**config.mk**
```make
export PLATFORM = sky130hd
export DESIGN_NAME = ext_bus_seq
export DESIGN_NICKNAME = d
export VERILOG_FILES = /design/src/rtl/ext_bus_seq.sv
export SDC_FILE = /design/constraint.sdc
export NUM_CORES = 1
export LEC_CHECK = 0
export BUFFER_PORTS_ARGS = -buffer_cell sky130_fd_sc_hd__buf_2
export CAP_MARGIN = 15
export CORE_AREA = 5 5 94 70
export DETAILED_ROUTE_END_ITERATION = 8
export DIE_AREA = 0 0 99 75
export PLACE_DENSITY = 0.78
export SLEW_MARGIN = 15
export SYNTH_ARGS = -nofsm -noshare
export SYNTH_HDL_FRONTEND = slang
export SYNTH_SLANG_ARGS = --single-unit
```
**constraint.sdc**
```tcl
create_clock -name clk -period 1.8 [get_ports clk]
set_input_delay 0.54 -clock clk [delete_from_list [all_inputs] [get_ports clk]]
set_output_delay 0.54 -clock clk [all_outputs]
set_load 0.05 [all_outputs]
```
**src/rtl/ext_bus_seq.sv**
```systemverilog
module ext_bus_seq #(
  parameter int AW = 16,
  parameter int DW = 16
) (
  input  logic          clk,
  input  logic          rst_n,
  input  logic          req_i,
  input  logic          wr_i,
  input  logic [AW-1:0] addr_i,
  input  logic [DW-1:0] wdata_i,
  input  logic [1:0]    stretch_i,
  input  logic [DW-1:0] bus_rdata_i,
  output logic [AW-1:0] addr_o,
  output logic [DW-1:0] data_o,
  output logic          data_oe_o,
  output logic          rw_o,
  output logic          cs_o,
  output logic          eclk_o,
  output logic          hold_o,
  output logic [DW-1:0] rdata_o,
  output logic          done_o
);

  typedef enum logic [1:0] {S_IDLE, S_ADDR, S_DATA, S_DONE} state_t;

  state_t        state;
  logic [AW-1:0] addr_q;
  logic [DW-1:0] wdata_q;
  logic          wr_q;
  logic [1:0]    str_q;
  logic [1:0]    cnt_q;

  wire accept = req_i && (state == S_IDLE || state == S_DONE);
  wire last_e = (state == S_DATA) && (cnt_q == str_q);

  always_ff @(posedge clk or negedge rst_n) begin
    if (!rst_n) begin
      state   <= S_IDLE;
      addr_q  <= '0;
      wdata_q <= '0;
      wr_q    <= 1'b0;
      str_q   <= 2'd0;
      cnt_q   <= 2'd0;
      rdata_o <= '0;
    end else begin
      case (state)
        S_ADDR: begin
          state <= S_DATA;
          cnt_q <= 2'd0;
        end
        S_DATA: begin
          if (last_e) begin
            state <= S_DONE;
            if (!wr_q) rdata_o <= bus_rdata_i;
          end else begin
            cnt_q <= cnt_q + 2'd1;
          end
        end
        default: begin
          if (accept) begin
            state   <= S_ADDR;
            addr_q  <= addr_i;
            wdata_q <= wdata_i;
            wr_q    <= wr_i;
            str_q   <= stretch_i;
          end else begin
            state <= S_IDLE;
          end
        end
      endcase
    end
  end

  assign cs_o      = (state == S_ADDR) || (state == S_DATA);
  assign eclk_o    = (state == S_DATA);
  assign hold_o    = eclk_o && !last_e;
  assign rw_o      = !(cs_o && wr_q);
  assign data_oe_o = eclk_o && wr_q;
  assign data_o    = wdata_q;
  assign addr_o    = addr_q;
  assign done_o    = (state == S_DONE);

  AST_ADDR_PHASE_LOW: assert property (@(posedge clk) disable iff (!rst_n)
    $rose(cs_o) |-> !eclk_o && !hold_o);
  AST_ADDR_PHASE_ONE: assert property (@(posedge clk) disable iff (!rst_n)
    $rose(cs_o) |=> eclk_o);
  AST_E_UNDER_CS: assert property (@(posedge clk) disable iff (!rst_n)
    eclk_o |-> cs_o);
  AST_HOLD_IN_E: assert property (@(posedge clk) disable iff (!rst_n)
    hold_o |=> eclk_o);
  AST_OE_WRITE_E: assert property (@(posedge clk) disable iff (!rst_n)
    data_oe_o |-> eclk_o && !rw_o);
  AST_WDATA_HELD: assert property (@(posedge clk) disable iff (!rst_n)
    data_oe_o && $past(data_oe_o) |-> $stable(data_o));
  AST_CTRL_STABLE: assert property (@(posedge clk) disable iff (!rst_n)
    eclk_o |-> $stable(rw_o) && $stable(addr_o) && $past(cs_o));
  AST_DONE_AFTER_E: assert property (@(posedge clk) disable iff (!rst_n)
    done_o |-> $past(eclk_o) && !eclk_o);
  AST_DONE_PULSE: assert property (@(posedge clk) disable iff (!rst_n)
    done_o |=> !done_o);
  AST_RDATA_STABLE: assert property (@(posedge clk) disable iff (!rst_n)
    !done_o && !$past(done_o) |-> $stable(rdata_o));

endmodule

```
* After elaboration in Yosys (flattened, before gate mapping)
Index checks and enable logic that the tools add are counted.
Word-level totals: flip-flop bits (word level) 55, input bits 54, output and inout bits 54, logic and storage cells 36
Operators by class: add/sub/neg operators 1, eq/ne operators 6, multiplexer cells 5, bitwise operators 2, reductions and logical operators 15
Operators by type and width (count):
- 2-bit one-hot mux with 2 select lines | 2
- 1-bit logical AND | 5
- 2-bit == test, second input constant | 2
- 2-bit two-way mux | 2
- 2-bit AND reduction | 2
- 3-bit AND reduction | 1
- 2-bit by 1-bit adder with 2-bit output, second input constant | 1
- 2-bit by 1-bit == test with 1-bit output, second input constant | 1
- 2-bit == test | 1
- 1-bit logical NOT | 2
- 2-bit logical NOT | 1
- 1-bit logical OR | 2
- 2-bit by 1-bit inequality test with 1-bit output, second input constant | 1
- 2-bit inequality test, second input constant | 1
- 1-bit inverter | 2
- 2-bit nonzero test | 1
- 2-bit OR reduction | 1
- 1-bit two-way mux | 1

* Logic depth before layout (Yosys ltp)
Gate-level depths: netlist (run 1).
depth in word-level cells 5, depth in mapped cells 6, depth with buffers taken out 5

* Worst setup path after synthesis (run 1)
Ideal clock, no wire load.
kind register to output, from register state[0], to output port hold_o, arrival time 1.849 ns, required time 1.260 ns, setup slack -0.589 ns, stages on the path, launching flop included 4, buffers on the path 0, cells stage by stage dfrtp_1 inv_1 ha_1 a21boi_0
On the way: longest elaborated chain between the ends 4
Ends and longest elaborated chain:
- start, declared | RTL line 26 | state_t state;
- start signal, assigned | RTL line 38 | state <= S_IDLE;
- start signal, assigned | RTL line 48 | state <= S_DATA;
- start signal, assigned | RTL line 53 | state <= S_DONE;
- 2-bit == test (*) | RTL line 34, 75
- 1-bit logical AND | RTL line 34 | wire last_e = (state == S_DATA) && (cnt_q == str_q);
- 1-bit logical NOT | RTL line 76 | assign hold_o = eclk_o && !last_e;
- 1-bit logical AND (*) | RTL line 76
- end, declared | RTL line 19 | output logic hold_o,
Mark *: on every way between the ends. The rest lies on a longest branch, timed or not.

* Worst setup path in the final report (run 1)
from register state[1], to output port rw_o
On the way: longest elaborated chain between the ends 4, elaborated cells on any way between the ends 5, those cells by class eq/ne: 2; reduce/logical: 3
Ends and longest elaborated chain:
- 2-bit by 1-bit == test with 1-bit output or 2-bit == test (tied branches) | RTL line 74 | assign cs_o = (state == S_ADDR) || (state == S_DATA);
- 1-bit logical OR (*) | RTL line 74
- 1-bit logical AND (*) | RTL line 77 | assign rw_o = !(cs_o && wr_q);
- 1-bit logical NOT (*) | RTL line 77
- end, declared | RTL line 16 | output logic rw_o,
Marks and branches as above.

==> results.json, run 1 <==
{
  "post_synth_edffs": 0,
  "gr-usage-all-layers_pct": 13.8,
  "worst-path-max-fanout": 4,
  "remaining_drc_errors": 0,
  "netlist_area_um2": 2220,
  "grt_most_used_layer": "met2",
  "worst_path_dominant_cell_family": "flip-flops",
  "die_y_um": 75,
  "dp.final_hpwl_mm": 4.03,
  "cts_max_level": 2,
  "cap_violations": 0,
  "netlist.area_leader.share_pct": 62.0,
  "timing.critical_path.slowest_cell_delay_ns": 0.45,
  "grt_pass1_vias": 1682,
  "synth-main-ff-cell": "sky130_fd_sc_hd__dfrtp_1",
  "wire_per_inst_um": 15.6,
  "n_antenna_cell": 0,
  "synth_top_cells_by_count": "sky130_fd_sc_hd__dfrtp_1, sky130_fd_sc_hd__mux2_2, sky130_fd_sc_hd__ha_1, sky130_fd_sc_hd__inv_1",
  "period_needed_ns": 1.83,
  "num_vias": 1568,
  "synth.most_common_cell": "sky130_fd_sc_hd__dfrtp_1",
  "start_kind": "flip-flop",
  "timing.fmax_mhz": 548,
  "final_core_utilization_pct": 57.5,
  "fin_skew_ns": 0.00898,
  "synth_cell_types": 23,
  "ys_seq_elements": 55,
  "dp.cells": 323,
  "synth_top_cell_by_area": "sky130_fd_sc_hd__dfrtp_1",
  "clock_tree_from_tritoncts": "yes",
  "postRouteWirelength_mm": 5.28,
  "die_x_um": 99,
  "drive_gt1_share_pct": 73.0,
  "synth_async_sr_flop_share_pct": 100,
  "overflow": 0,
  "global_route.usage.met1_pct": 16.5,
  "whs_ns": 0.229,
  "cts_num_sinks": 55,
  "placement.io_buffers": 107,
  "postRouteAntennaNets": 0,
  "vias_per_cell": 4.64,
  "outcome": "complete, but fails checks",
  "antenna_found_initial": 0,
  "globalRouteMet3Util_pct": 4.63,
  "clk-insertion-delay-late_ns": 0.29,
  "boundaryPins": 108,
  "worst_slack_ns": -0.0259,
  "placeableCoreArea_um2": 5550,
  "final_max_tran_viols": 0,
  "stdcell_area_um2": 3190,
  "sequential_to_total_area_share_from_yosys_stat_pct": 62.0,
  "min-delay-path-class": "in -> async",
  "critical_path_arrival_ns": 1.29,
  "synth.net_count": 199,
  "synth.area.top_cells": "sky130_fd_sc_hd__dfrtp_1, sky130_fd_sc_hd__mux2_2, sky130_fd_sc_hd__ha_1",
  "postSynthAreaPerCell_um2": 15.8,
  "floorplan.rows": 23,
  "global_route_wire_length_before_repair_mm": 8.16,
  "critical_path.endpoint_type": "output port",
  "rr_worst_depth": 8,
  "path_clk_slew_ns": 0.09,
  "dpl_cell_area_um2": 2930,
  "num-nets-final": 320,
  "number_of_warning_messages_in_the_yosys_log": 0,
  "cts_buffers": 5,
  "ctsLongestPathBuffers": 2,
  "syn2layout_area_growth_pct": 43.7,
  "netlist_instances": 141,
  "first_pass_iters": 4,
  "initialDrtViolationCount": 31,
  "slew_headroom_pct": 74.5,
  "initial_core_util_pct": 40.0,
  "worst-endpoint-required_ns": 1.26,
  "use_met2_pct": 24.9,
  "post-route-period-util_pct": 101,
  "cpMaxStageDelayCell": "sky130_fd_sc_hd__dfrtp_2",
  "violations": "setup timing",
  "number_of_buffer_and_inverter_stages_on_the_critical_path": 2,
  "timing_hold_violations_final": 0,
  "worstSetupPathType": "reg -> out",
  "ctsRootBufferMaster": "sky130_fd_sc_hd__clkbuf_8",
  "pin_count_of_the_biggest_net_entering_global_routing": 56,
  "rsz0062_at_grt": "yes",
  "globalplace.congestion": 0.746,
  "worst-path-stages": 4,
  "die_area_um2": 7430,
  "final-instance-count-excl-fill": 338,
  "setup_viol": 2,
  "worst_slew_pin_slew_ns": 0.381,
  "crit_path_cell_trace": "ha_4 > inv_4 > nand2_2 > buf_8"
}
## cell type report
type	instances	area [um2]
clock buffer	8	100
fill	463	2360
inverter	4	17.5
multi-input combinational	77	865
sequential	55	1380
tap	75	93.8
timing repair buffer	119	738
## path summary, 6_finish.rpt
check	from	to	slack (ns)
setup / recovery	state[1]$_DFFE_PN0P_	rw_o	-0.03
hold / removal	rst_n	rdata_o[10]$_DFFE_PN0P_	0.23
min in group clk	addr_i[6]	addr_o[6]$_DFFE_PN0P_	0.47
hold reg to reg	data_o[3]$_DFFE_PN0P_	data_o[3]$_DFFE_PN0P_	0.51
setup reg to reg	state[0]$_DFFE_PN0P_	rdata_o[9]$_DFFE_PN0P_	0.06
max in group asynchronous	rst_n	state[1]$_DFFE_PN0P_	1.31
## cells in the final DEF (no fill, tap or decap), types with 2 or more instances in the layout
cell type                  netlist  routed
sky130_fd_sc_hd__buf_2           3     101
sky130_fd_sc_hd__dfrtp_1        55      54
sky130_fd_sc_hd__mux2_2         52      48
sky130_fd_sc_hd__clkbuf_8        0       7
sky130_fd_sc_hd__buf_4           0       7
sky130_fd_sc_hd__mux2_4          0       4
sky130_fd_sc_hd__buf_6           1       4
sky130_fd_sc_hd__buf_12          0       4
sky130_fd_sc_hd__inv_1           4       2
sky130_fd_sc_hd__xnor2_2         0       2
sky130_fd_sc_hd__nand2_2         0       2
sky130_fd_sc_hd__xor2_1          2       2
sky130_fd_sc_hd__ha_4            0       2
sky130_fd_sc_hd__ha_1            4       2
sky130_fd_sc_hd__buf_8           0       2
## repair_timing
item | 4_1_cts | 5_1_grt
resized for setup | 15 | 9
buffers inserted | 3 | 3
hold buffers | 0 | 0
cloned | 0 | 1
endpoints found under the setup margin | 17 | 24
pin swaps | 1 | 2
## flip-flops by register name (all words and copies together), names as in the netlist
register,flops
rdata_o,16
cnt_q,2
data_o,16
wr_q,1
addr_o,16
str_q,2
state,2
## metal layers
layer  wire, um  share of wire [%]
met5          0                  0
met1       2030                 38
met3        399                7.6
met2       2810                 53
met4         37               0.70
## kinds of logic (layout without fill, tap and decap cells)
family / count (synthesis) / after routing / share of synthesized area, %
flip-flops: 55 / 55 / 62.0
AND/OR/NAND/NOR: 10 / 10 / 3.21
buffers and inverters: 9 / 131 / 2.03
adder cells (fa/ha/maj): 4 / 4 / 2.25
AO/OA/AOI/OAI: 6 / 6 / 2.14
XOR/XNOR: 4 / 4 / 1.58
multiplexers: 53 / 53 / 26.8
## per-stage QoR
stage | worst slack [ns] | TNS (ns)
after global placement | 0.0218 | 0
after floorplan | -0.134 | -1.48
after global routing | -0.0921 | -0.316
after detailed placement | -0.0264 | -0.101
after CTS | -0.0344 | -0.0860
final | -0.0259 | -0.0377
Power of run 1 is not shown: default switching activity piles up to over one toggle a cycle in this logic, so the estimate is an artifact.
==> run 2, diff against run 1 <==
- PLACE_DENSITY: 0.78 -> 0.82
==> run 2 against run 1 <==
The run still ends with setup timing left. Non-clock buffer count did not move. Maximum frequency fell by 0.70%. First-iteration DRC count fell by 23%. Routed wire length fell by 5.9%. Critical path type unchanged. Critical endpoint is now hold_o. Highest routed layer unchanged.
==> results.json, run 2 (synthesis gave the netlist of run 1 again) <==
{
  "outcome": "complete, but fails checks",
  "n_antenna_cell": 0,
  "ctsLongestPathBuffers": 2,
  "regToRegEndpoint": "rdata_o[12]$_DFFE_PN0P_",
  "worst-path-max-fanout": 5,
  "number_of_hold_buffers_added_after_cts": 0,
  "fin_skew_ns": 0.00422,
  "start_kind": "flip-flop",
  "num-nets-final": 320,
  "gr-usage-all-layers_pct": 13.2,
  "floorplan.rows": 23,
  "slew_headroom_pct": 74.9,
  "wire_per_inst_um": 14.7,
  "boundaryPins": 108,
  "die_x_um": 99,
  "drive_gt1_share_pct": 72.6,
  "min-delay-path-class": "in -> async",
  "timing.critical_path.slowest_cell_delay_ns": 0.44,
  "met2_wirelength_mm": 2.16,
  "number_of_buffer_and_inverter_stages_on_the_critical_path": 1,
  "timing_hold_violations_final": 0,
  "die_area_um2": 7430,
  "path_clk_slew_ns": 0.09,
  "num_vias": 1601,
  "cap_violations": 0,
  "final_max_tran_viols": 0,
  "cts_buffers": 5,
  "syn2layout_area_growth_pct": 43.7,
  "remaining_drc_errors": 0,
  "worst_slack_ns": -0.0388,
  "reg2reg_from": "state[0]$_DFFE_PN0P_",
  "clock_tree_from_tritoncts": "yes",
  "setup_viol": 3,
  "critical_path.endpoint_type": "output port",
  "worst_path_dominant_cell_family": "flip-flops",
  "timing.fmax_mhz": 544,
  "first_pass_iters": 4,
  "ctsRootBufferMaster": "sky130_fd_sc_hd__clkbuf_8",
  "clk-insertion-delay-late_ns": 0.29,
  "pin_count_of_the_biggest_net_entering_global_routing": 32,
  "placement.io_buffers": 107,
  "global_route_wire_length_before_repair_mm": 7.76,
  "period_needed_ns": 1.84,
  "detail_route.wirelength.met1_mm": 2.17,
  "route.top_layer_used": "met4",
  "rr_worst_depth": 8,
  "stdcell_area_um2": 3190,
  "globalplace.congestion": 0.831,
  "wl_met3_um": 616,
  "rsz0062_at_grt": "yes",
  "worst-endpoint-required_ns": 1.26,
  "worst_slew_pin_slew_ns": 0.377,
  "multi_input_comb_area_um2": 870,
  "cpMaxStageDelayCell": "sky130_fd_sc_hd__dfrtp_1",
  "placeableCoreArea_um2": 5550,
  "vias_per_cell": 4.74,
  "crit_path_cell_trace": "xnor2_1 > a21boi_2 > buf_6",
  "final.fill_count": 460,
  "grt_pass1_vias": 1672,
  "postRouteAntennaNets": 0,
  "mostFrequentLayoutCells": "sky130_fd_sc_hd__buf_2, sky130_fd_sc_hd__dfrtp_1, sky130_fd_sc_hd__mux2_2",
  "cts_max_level": 2,
  "initial_core_util_pct": 40.0,
  "dpl_cell_area_um2": 2920,
  "dp.final_hpwl_mm": 3.82,
  "overflow": 0,
  "postRouteWirelength_mm": 4.97,
  "regArea_um2": 1380,
  "initialDrtViolationCount": 24,
  "antenna_found_initial": 0,
  "violations": "setup timing",
  "worstSetupPathType": "reg -> out",
  "critical_path_arrival_ns": 1.30,
  "cts_num_sinks": 55,
  "layout.cells.most_common": "sky130_fd_sc_hd__buf_2",
  "post-route-period-util_pct": 102,
  "reg2reg_setup_slack_ns": 0.06,
  "die_y_um": 75
}
[run 2: stage by stage]
step                utilization [%]  setup WS (ns)  hold WS, ns  TNS (ns)  instances
finish                         57.5        -0.0388        0.231   -0.0728        338
global route                   57.5        -0.0928        0.249    -0.319        338
CTS                            56.0        -0.0427        0.234    -0.121        336
detailed placement             52.6        -0.0283        0.488    -0.243        324
global placement               52.6         0.0313        0.483         0        324
floorplan                         -         -0.134        0.244     -1.48        141
[run 2: repair_timing]
item	in CTS	in global routing
pin swaps	1	1
setup buffers	4	2
resized for setup	17	8
setup endpoints to repair	19	22
cloned	0	1
[run 2: metal layers]
| metal | vias to the layer above | GRT usage, % |
|---|---|---|
| met4 | 0 | 2.27 |
| met3 | 3 | 6.57 |
| met2 | 82 | 21.1 |
| met5 | - | 0 |
| li1 | 739 | - |
| met1 | 777 | 16.6 |
[run 2: worst max-delay path by stage]
| stage | slack (ns) | cells after the start | end | from |
|---|---|---|---|---|
| final | -0.04 | 3 | hold_o | cnt_q[1]$_DFFE_PN0P_ |
| after global routing | -0.09 | 5 | rw_o | state[0]$_DFFE_PN0P_ |
| after CTS | -0.04 | 4 | hold_o | state[0]$_DFFE_PN0P_ |
| after detailed placement | -0.03 | 6 | rdata_o[7]$_DFFE_PN0P_ | state[0]$_DFFE_PN0P_ |
| after global placement | 0.03 | 6 | rdata_o[7]$_DFFE_PN0P_ | state[0]$_DFFE_PN0P_ |
| after floorplan | -0.13 | 4 | rw_o | state[0]$_DFFE_PN0P_ |
[run 2: area by class of cell]
class / count / share of cell area (%)
Sequential cell: 55 / 43.2
Multi-Input combinational cell: 77 / 27.2
Timing Repair Buffer: 119 / 23.0
Clock buffer: 8 / 3.14
Tap cell: 75 / 2.94
Inverter: 4 / 0.549
Power of run 2 is left out for the same reason.
